File: src/rtl/alarm_pulse_gen.sv
module alarm_pulse_gen #(
  parameter int NUM_CH = 3
) (
  input  logic              clk,
  input  logic              rst_n,
  input  logic [63:0]       tc_value,
  input  logic              tc_tick,
  input  logic              wr_en,
  input  logic [2:0]        wr_addr,
  input  logic [31:0]       wr_data,
  output logic [NUM_CH-1:0] pulse_o,
  output logic              alarm_evt_o
);
  localparam int TW = 64;
  localparam int PW = 32;
  localparam int SW = 8;

  logic [TW-1:0] alarm_q;
  logic [SW-1:0] step_q;
  logic          armed_q, en_q, run_q;
  logic          wr_alarm, wr_ctrl, fire;
  logic [PW-1:0] step_ext;
  logic          unused_ctrl_bits;

  assign wr_alarm = wr_en && (wr_addr[2:1] == 2'b00);
  assign wr_ctrl  = wr_en && (wr_addr == 3'd2);
  assign fire     = tc_tick && armed_q && (tc_value >= alarm_q);
  assign step_ext = {{(PW-SW){1'b0}}, step_q};
  assign unused_ctrl_bits = ^{wr_data[31:16], wr_data[7:1]};

  always_ff @(posedge clk) begin
    if (!rst_n) begin
      alarm_q <= '0;
      armed_q <= 1'b0;
    end else if (wr_alarm) begin
      if (wr_addr[0]) alarm_q[63:32] <= wr_data;
      else            alarm_q[31:0]  <= wr_data;
      armed_q <= 1'b1;
    end else if (fire) begin
      armed_q <= 1'b0;
    end
  end

  always_ff @(posedge clk) begin
    if (!rst_n) begin
      en_q   <= 1'b0;
      step_q <= '0;
    end else if (wr_ctrl) begin
      en_q   <= wr_data[0];
      step_q <= wr_data[15:8];
    end
  end

  always_ff @(posedge clk) begin
    if (!rst_n)     run_q <= 1'b0;
    else if (!en_q) run_q <= 1'b0;
    else if (fire)  run_q <= 1'b1;
  end

  always_ff @(posedge clk) begin
    if (!rst_n) alarm_evt_o <= 1'b0;
    else        alarm_evt_o <= fire;
  end

  for (genvar i = 0; i < NUM_CH; i++) begin : g_ch
    logic [PW-1:0] per_q, cnt_q;
    logic          pul_q;

    always_ff @(posedge clk) begin
      if (!rst_n)                                  per_q <= '0;
      else if (wr_en && (wr_addr == 3'(4 + i)))    per_q <= wr_data;
    end

    always_ff @(posedge clk) begin
      if (!rst_n) begin
        cnt_q <= '0;
        pul_q <= 1'b0;
      end else if (!en_q) begin
        pul_q <= 1'b0;
      end else if (fire) begin
        cnt_q <= '0;
        pul_q <= 1'b0;
      end else if (run_q && tc_tick) begin
        if (cnt_q < step_ext) begin
          pul_q <= 1'b1;
          cnt_q <= per_q;
        end else begin
          pul_q <= 1'b0;
          cnt_q <= cnt_q - step_ext;
        end
      end else begin
        pul_q <= 1'b0;
      end
    end

    assign pulse_o[i] = pul_q;
  end
endmodule

File: config.mk
export PLATFORM = sky130hd
export DESIGN_NAME = alarm_pulse_gen
export DESIGN_NICKNAME = d
export VERILOG_FILES = /design/src/rtl/alarm_pulse_gen.sv
export SDC_FILE = /design/constraint.sdc
export NUM_CORES = 1
export LEC_CHECK = 0
export CORE_UTILIZATION = 35
export CTS_CLUSTER_SIZE = 40
export DETAILED_ROUTE_END_ITERATION = 6
export GPL_ROUTABILITY_DRIVEN = 0
export PLACE_DENSITY = 0.58
export SYNTH_ARGS = -nofsm -noshare
export SYNTH_HDL_FRONTEND = slang
export SYNTH_SLANG_ARGS = --single-unit
File: constraint.sdc
create_clock -name clk -period 2.9 [get_ports clk]
set_input_delay 0.435 -clock clk [delete_from_list [all_inputs] [get_ports clk]]
set_output_delay 0.435 -clock clk [all_outputs]
set_load 0.005 [all_outputs]
# Word level (Yosys, flattened, before mapping)

Index checks and enable logic that the tools add are counted.

Bits in registers: 271
Input port bits: 103
Output and inout port bits: 4
Word-level logic and storage cells: 61

$add $sub $neg: 3
$lt $le $gt $ge: 4
Equality and inequality tests: 4
Mux-type cells: 14
Bitwise logic cells: 4
Reduce and logical (&&, ||, !) cells: 16

Operators with widths:

| operator                                                              | number |
|---|---|
| 32-bit 2-to-1 mux                                                     | 9 |
| 32-bit by 8-bit less-than comparator with 1-bit output                | 3 |
| 32-bit by 8-bit subtractor with 32-bit output                         | 3 |
| 64-bit greater-or-equal comparator                                    | 1 |
| 3-bit equality test, second input constant                            | 3 |
| 1-bit logical AND                                                     | 8 |
| 2-bit AND reduction                                                   | 4 |
| 1-bit 2-to-1 mux                                                      | 5 |
| 1-bit NOT                                                             | 4 |
| 2-bit nonzero test                                                    | 2 |
| 4-bit OR reduction                                                    | 1 |
| 3-bit by 2-bit equality test with 1-bit output, second input constant | 1 |
| 2-bit logical NOT                                                     | 1 |

# Depth between registers and ports, before layout

Depth in word-level cells: 4
Gate-level depth with buffers: 13
Gate-level depth less buffers: 11

# Least setup slack after synthesis

Ideal clock, no wire load.

Kind: input port to flip-flop
Start point: in tc_value[0]
End point: reg g_ch[2].cnt_q[25]
Setup time: 0.075 ns
Arrival time: 2.710 ns
Required time: 2.825 ns
Path slack: 0.116 ns
Stages: 11
Buffers on the path: 1
Path through: inv_1 -> ha_1 -> nand2b_1 -> a2111o_1 -> a31oi_1 -> o32ai_1 -> or4_1 -> a21oi_2 -> buf_4 -> a31oi_1 -> o22ai_1

Cells in the longest elaborated chain, start to end: 4
Elaborated cells on any way between the ends: 5
Those cells by class: order compare (1); mux (1); reduce/logical (3)

RTL lines:

| element                                | RTL line | RTL |
|---|---|---|
| from (decl)                            | 6        | `input logic [63:0] tc_value,` |
| 64-bit greater-or-equal comparator (*) | 27       | `assign fire = tc_tick && armed_q && (tc_value >= alarm_q);` |
| 1-bit logical AND (*)                  | 27       |  |
| 2-bit nonzero test (no source line)    | n/a      |  |
| 2-bit AND reduction (no source line)   | n/a      |  |
| to (signal assigned)                   | 86       | `cnt_q <= per_q;` |
| to (signal assigned)                   | 89       | `cnt_q <= cnt_q - step_ext;` |
| to (decl)                              | 66       | `logic [PW-1:0] per_q, cnt_q;` |

Every way passes the cells marked *; elsewhere a longest branch is shown, timed or not.
A chain may end at the register's enable or synchronous reset.

# Worst setup path in the final report

Start point: reg alarm_q[62]
End point: reg g_ch[0].cnt_q[19]

Cells in the longest elaborated chain, start to end: 4
Elaborated cells on any way between the ends: 5
Those cells by class: order compare (1); mux (1); reduce/logical (3)

RTL lines:

| element                                | RTL line | RTL |
|---|---|---|
| from (decl)                            | 18       | `logic [TW-1:0] alarm_q;` |
| from (signal assigned)                 | 36       | `if (wr_addr[0]) alarm_q[63:32] <= wr_data;` |
| 64-bit greater-or-equal comparator (*) | 27       |  |
| 1-bit logical AND (*)                  | 27       |  |
| 2-bit nonzero test (no source line)    | n/a      |  |
| 2-bit AND reduction (no source line)   | n/a      |  |
| to (signal assigned)                   | 86       |  |
| to (signal assigned)                   | 89       |  |
| to (decl)                              | 66       |  |

Marked as above.

==> impl_metrics.json <==
{
  "synth_compound_gate_area_share_pct": 21.7,
  "rows": 73,
  "grt_max_degree": 79,
  "hold_class": "reg2reg",
  "worst-path-max-fanout": 6,
  "nets": 2233,
  "drv_cap": 0,
  "setup_viol": 2,
  "synth_cells": 1851,
  "synthArstFlopShare_pct": 0,
  "drtIter0Drc": 1022,
  "layout_commonest_cell": "nand2_1",
  "htree_levels": 1,
  "yosys_warnings": 0,
  "cts_tree": "done",
  "fin_skew_ns": 0.0145,
  "place_inst": 2501,
  "grt_pass1_vias": 13100,
  "synth_area_mm2": 0.0142,
  "ys_seq_area_share_pct": 38.3,
  "worstHoldStart": "alarm_q[33]",
  "dieHeight_um": 203,
  "final_cell_mix": "nand2_1, a21oi_1, dfxtp_1, buf_4, clkdlybuf4s50_1",
  "synth_mux_area_share_pct": 0.848,
  "drt-vias-per-instance": 5.39,
  "area_delta_synth_final_pct": 35.8,
  "instances_no_fill": 2587,
  "timing.final.crit_share_pct": 100,
  "synthFlopType": "dfxtp_1",
  "power.leakage_nw": 7.11,
  "slew_headroom_pct": 39.6,
  "drv_slew": 0,
  "ir_worst_vdd_uv": 370,
  "hold_path_depth": 2,
  "cpPeakStageDelay_ns": 0.44,
  "setup_slack_ns": -0.0130,
  "path_common_cell": "buf_6",
  "power_density_mw_per_mm2": 487,
  "path_cells": "inv_2, ha_4, buf_4, a21oi_2, nand2_1, a221oi_2, buf_4, buf_6, nand3_1, or4_4, buf_6, a21oi_4, buf_6, buf_12, a41oi_2, o22ai_1",
  "status": "complete, but fails checks",
  "core-area_mm2": 0.0398,
  "path_clk_slew_ns": 0.06,
  "reg2reg_depth": 16,
  "synth_edf_count": 0,
  "crit_required_ns": 3.39,
  "yosysUniqueCellTypes": 77,
  "fmaxAchievable_mhz": 343,
  "syn_nets": 2045,
  "critPathCaptureType": "flip-flop",
  "dp_hpwl_um": 32300,
  "cp-start-kind": "flip-flop",
  "port-buffer-count": 106,
  "clkLatencyLatePin_ns": 0.58,
  "synth-xor-area-share_pct": 1.05,
  "track_usage_pct": 22.3,
  "worstMarginPinSlew_ns": 0.905,
  "cts-root-buf": "clkbuf_16",
  "crit_path_top_delay_cell": "or4_4",
  "antenna_found_initial": 0,
  "finish.utilization_pct": 48.3,
  "ant_nets": 0,
  "postLayoutCellArea_mm2": 0.0192,
  "synth_adder_area_share_pct": 8.19,
  "clockBufferDepth": 3,
  "reg2reg_to": "g_ch[0].cnt_q[19]",
  "wl_per_cell_um": 19.0,
  "dr.pass1.iters": 5,
  "power_mw": 9.37,
  "rsz0062_at_grt": "true",
  "num_antenna_cells": 0,
  "io_pins": 107,
  "holdWs_ns": 0.450,
  "place_area_mm2": 0.0165,
  "hold_buffers": 0,
  "dieWidth_um": 203,
  "die_area_mm2": 0.0413,
  "ys_seq_elements": 271,
  "numCtsBuffers": 30,
  "clock-sinks": 271,
  "avgSynthCellArea_um2": 7.66,
  "wl_um": 49100,
  "r2r_start": "alarm_q[62]",
  "fin_crit_ns": 2.91,
  "nFillCells": 3812,
  "synth_top_family_by_area": "simple AND/OR/NAND/NOR gates",
  "dr_total_vias": 13900,
  "critPathKind": "reg2reg",
  "cp_top_family": "buffers and inverters",
  "synthSimpleGateAreaFrac_pct": 23.6,
  "holdPathEnd": "alarm_q[33]",
  "r2r_slack_ns": -0.01,
  "critPathBufInv": 7,
  "grt_pass1_wl_um": 72700,
  "start_util_pct": 35.6,
  "hold_viol_final": 0,
  "violations": "setup timing",
  "drc": 0,
  "grt_overflow": 0,
  "arrival_ns": 3.41,
  "drive_above_1_share_pct": 20.1
}
==> logic make-up after synthesis <==
family,count (synthesis)
adder cells (fa/ha/maj),91
AO/OA/AOI/OAI,503
multiplexers,12
buffers and inverters,211
XOR/XNOR,17
flip-flops,271
AND/OR/NAND/NOR,746
==> registers in the layout, indices dropped and copies added, names as in the netlist <==
| register | flops |
|---|---|
| run_q | 1 |
| alarm_evt_o | 1 |
| g_ch.pul_q | 3 |
| en_q | 1 |
| armed_q | 1 |
| alarm_q | 64 |
| step_q | 8 |
| g_ch.cnt_q | 96 |
| g_ch.per_q | 96 |
==> timing repair <==
item	4_1_cts	5_1_grt
pin swaps	19	69
setup endpoints to repair	99	97
gates cloned	4	9
setup buffers	7	14
resized for setup	95	149
==> routing by layer <==
metal | GRT usage [%] | part of all wire [%] | routed length [um] | vias to the layer above
met5 | 0 | 0 | 0 | -
met4 | 9.13 | 4.3 | 2130 | 0
met3 | 2.94 | 4.9 | 2390 | 109
met2 | 36.3 | 46 | 22600 | 389
met1 | 29.8 | 45 | 22000 | 6618
li1 | - | - | - | 6825
==> synthesized netlist by cell type (4+ instances only) <==
library cell	instances	area [um2]
o211ai_1	5	37.5
o2bb2ai_1	25	219
and3_1	7	43.8
a2bb2oi_1	12	105
o21ai_0	45	225
o31a_1	7	61.3
or2_2	6	37.5
o31ai_1	37	278
o21a_1	7	52.6
a211oi_1	5	37.5
nand4_1	19	119
inv_1	104	390
clkbuf_1	70	263
nor4_1	21	131
o22ai_1	12	75.1
nor2_1	101	379
o2111ai_1	4	35.0
buf_4	14	105
a211o_1	7	61.3
xor2_1	4	35.0
buf_6	4	45.0
mux2i_1	12	120
xnor2_1	13	114
nor2b_1	6	37.5
o41ai_1	4	35.0
or4_1	8	60.1
a22o_1	9	78.8
buf_2	19	95.1
a21oi_1	271	1360
ha_1	88	1100
nand2b_1	12	75.1
and2_1	4	25.0
nand2_1	445	1670
nand3_1	35	175
a21o_1	16	120
a22oi_1	4	30.0
a31oi_1	8	50.1
or3_1	10	62.6
dfxtp_1	271	5430
nor3_1	44	220
a221oi_1	5	43.8
==> power by group <==
| group | internal (mW) | switching [mW] | total, mW |
|---|---|---|---|
| registers | 3.77 | 0.0307 | 3.80 |
| logic | 0.662 | 0.849 | 1.51 |
| clock network | 2.43 | 1.63 | 4.05 |
| total | 6.86 | 2.51 | 9.37 |
==> final cells by class <==
class | instances | area, um2 | area share, %
multi-input combinational | 1369 | 8910 | 46.3
clock inverter | 14 | 178 | 0.923
timing repair buffer | 263 | 2770 | 14.4
inverter | 104 | 395 | 2.06
sequential | 271 | 5480 | 28.5
tap | 525 | 657 | 3.41
clock buffer | 41 | 863 | 4.49
==> worst register-to-register path, stage by stage, from the launching register on <==
cell	delay [ns]
dfxtp_2	0.34
inv_2	0.05
ha_4	0.21
buf_4	0.14
a21oi_2	0.12
nand2_1	0.08
a221oi_2	0.30
buf_4	0.20
buf_6	0.10
nand3_1	0.06
or4_4	0.44
buf_6	0.15
a21oi_4	0.14
buf_6	0.16
buf_12	0.14
a41oi_2	0.04
o22ai_1	0.17
==> stage by stage <==
stage	setup TNS, ns	setup slack (ns)
CTS	-0.113	-0.0488
global route	-2.06	-0.116
global placement	-70.87	-0.940
detailed placement	-77.07	-0.968
floorplan	0	0.116
finish	-0.0214	-0.0130
==> worst max path at each step <==
stage / to / startpoint / depth (start not counted) / slack (ns)
detailed placement: g_ch[2].cnt_q[16] / tc_value[0] / 13 / -0.97
floorplan: g_ch[2].cnt_q[25] / tc_value[0] / 11 / 0.12
global placement: g_ch[2].cnt_q[28] / tc_value[0] / 13 / -0.94
finish: g_ch[0].cnt_q[19] / alarm_q[62] / 16 / -0.01
CTS: g_ch[1].cnt_q[19] / alarm_q[35] / 13 / -0.05
global route: g_ch[0].cnt_q[27] / alarm_q[12] / 14 / -0.12
(Power assumes the default switching activity.)
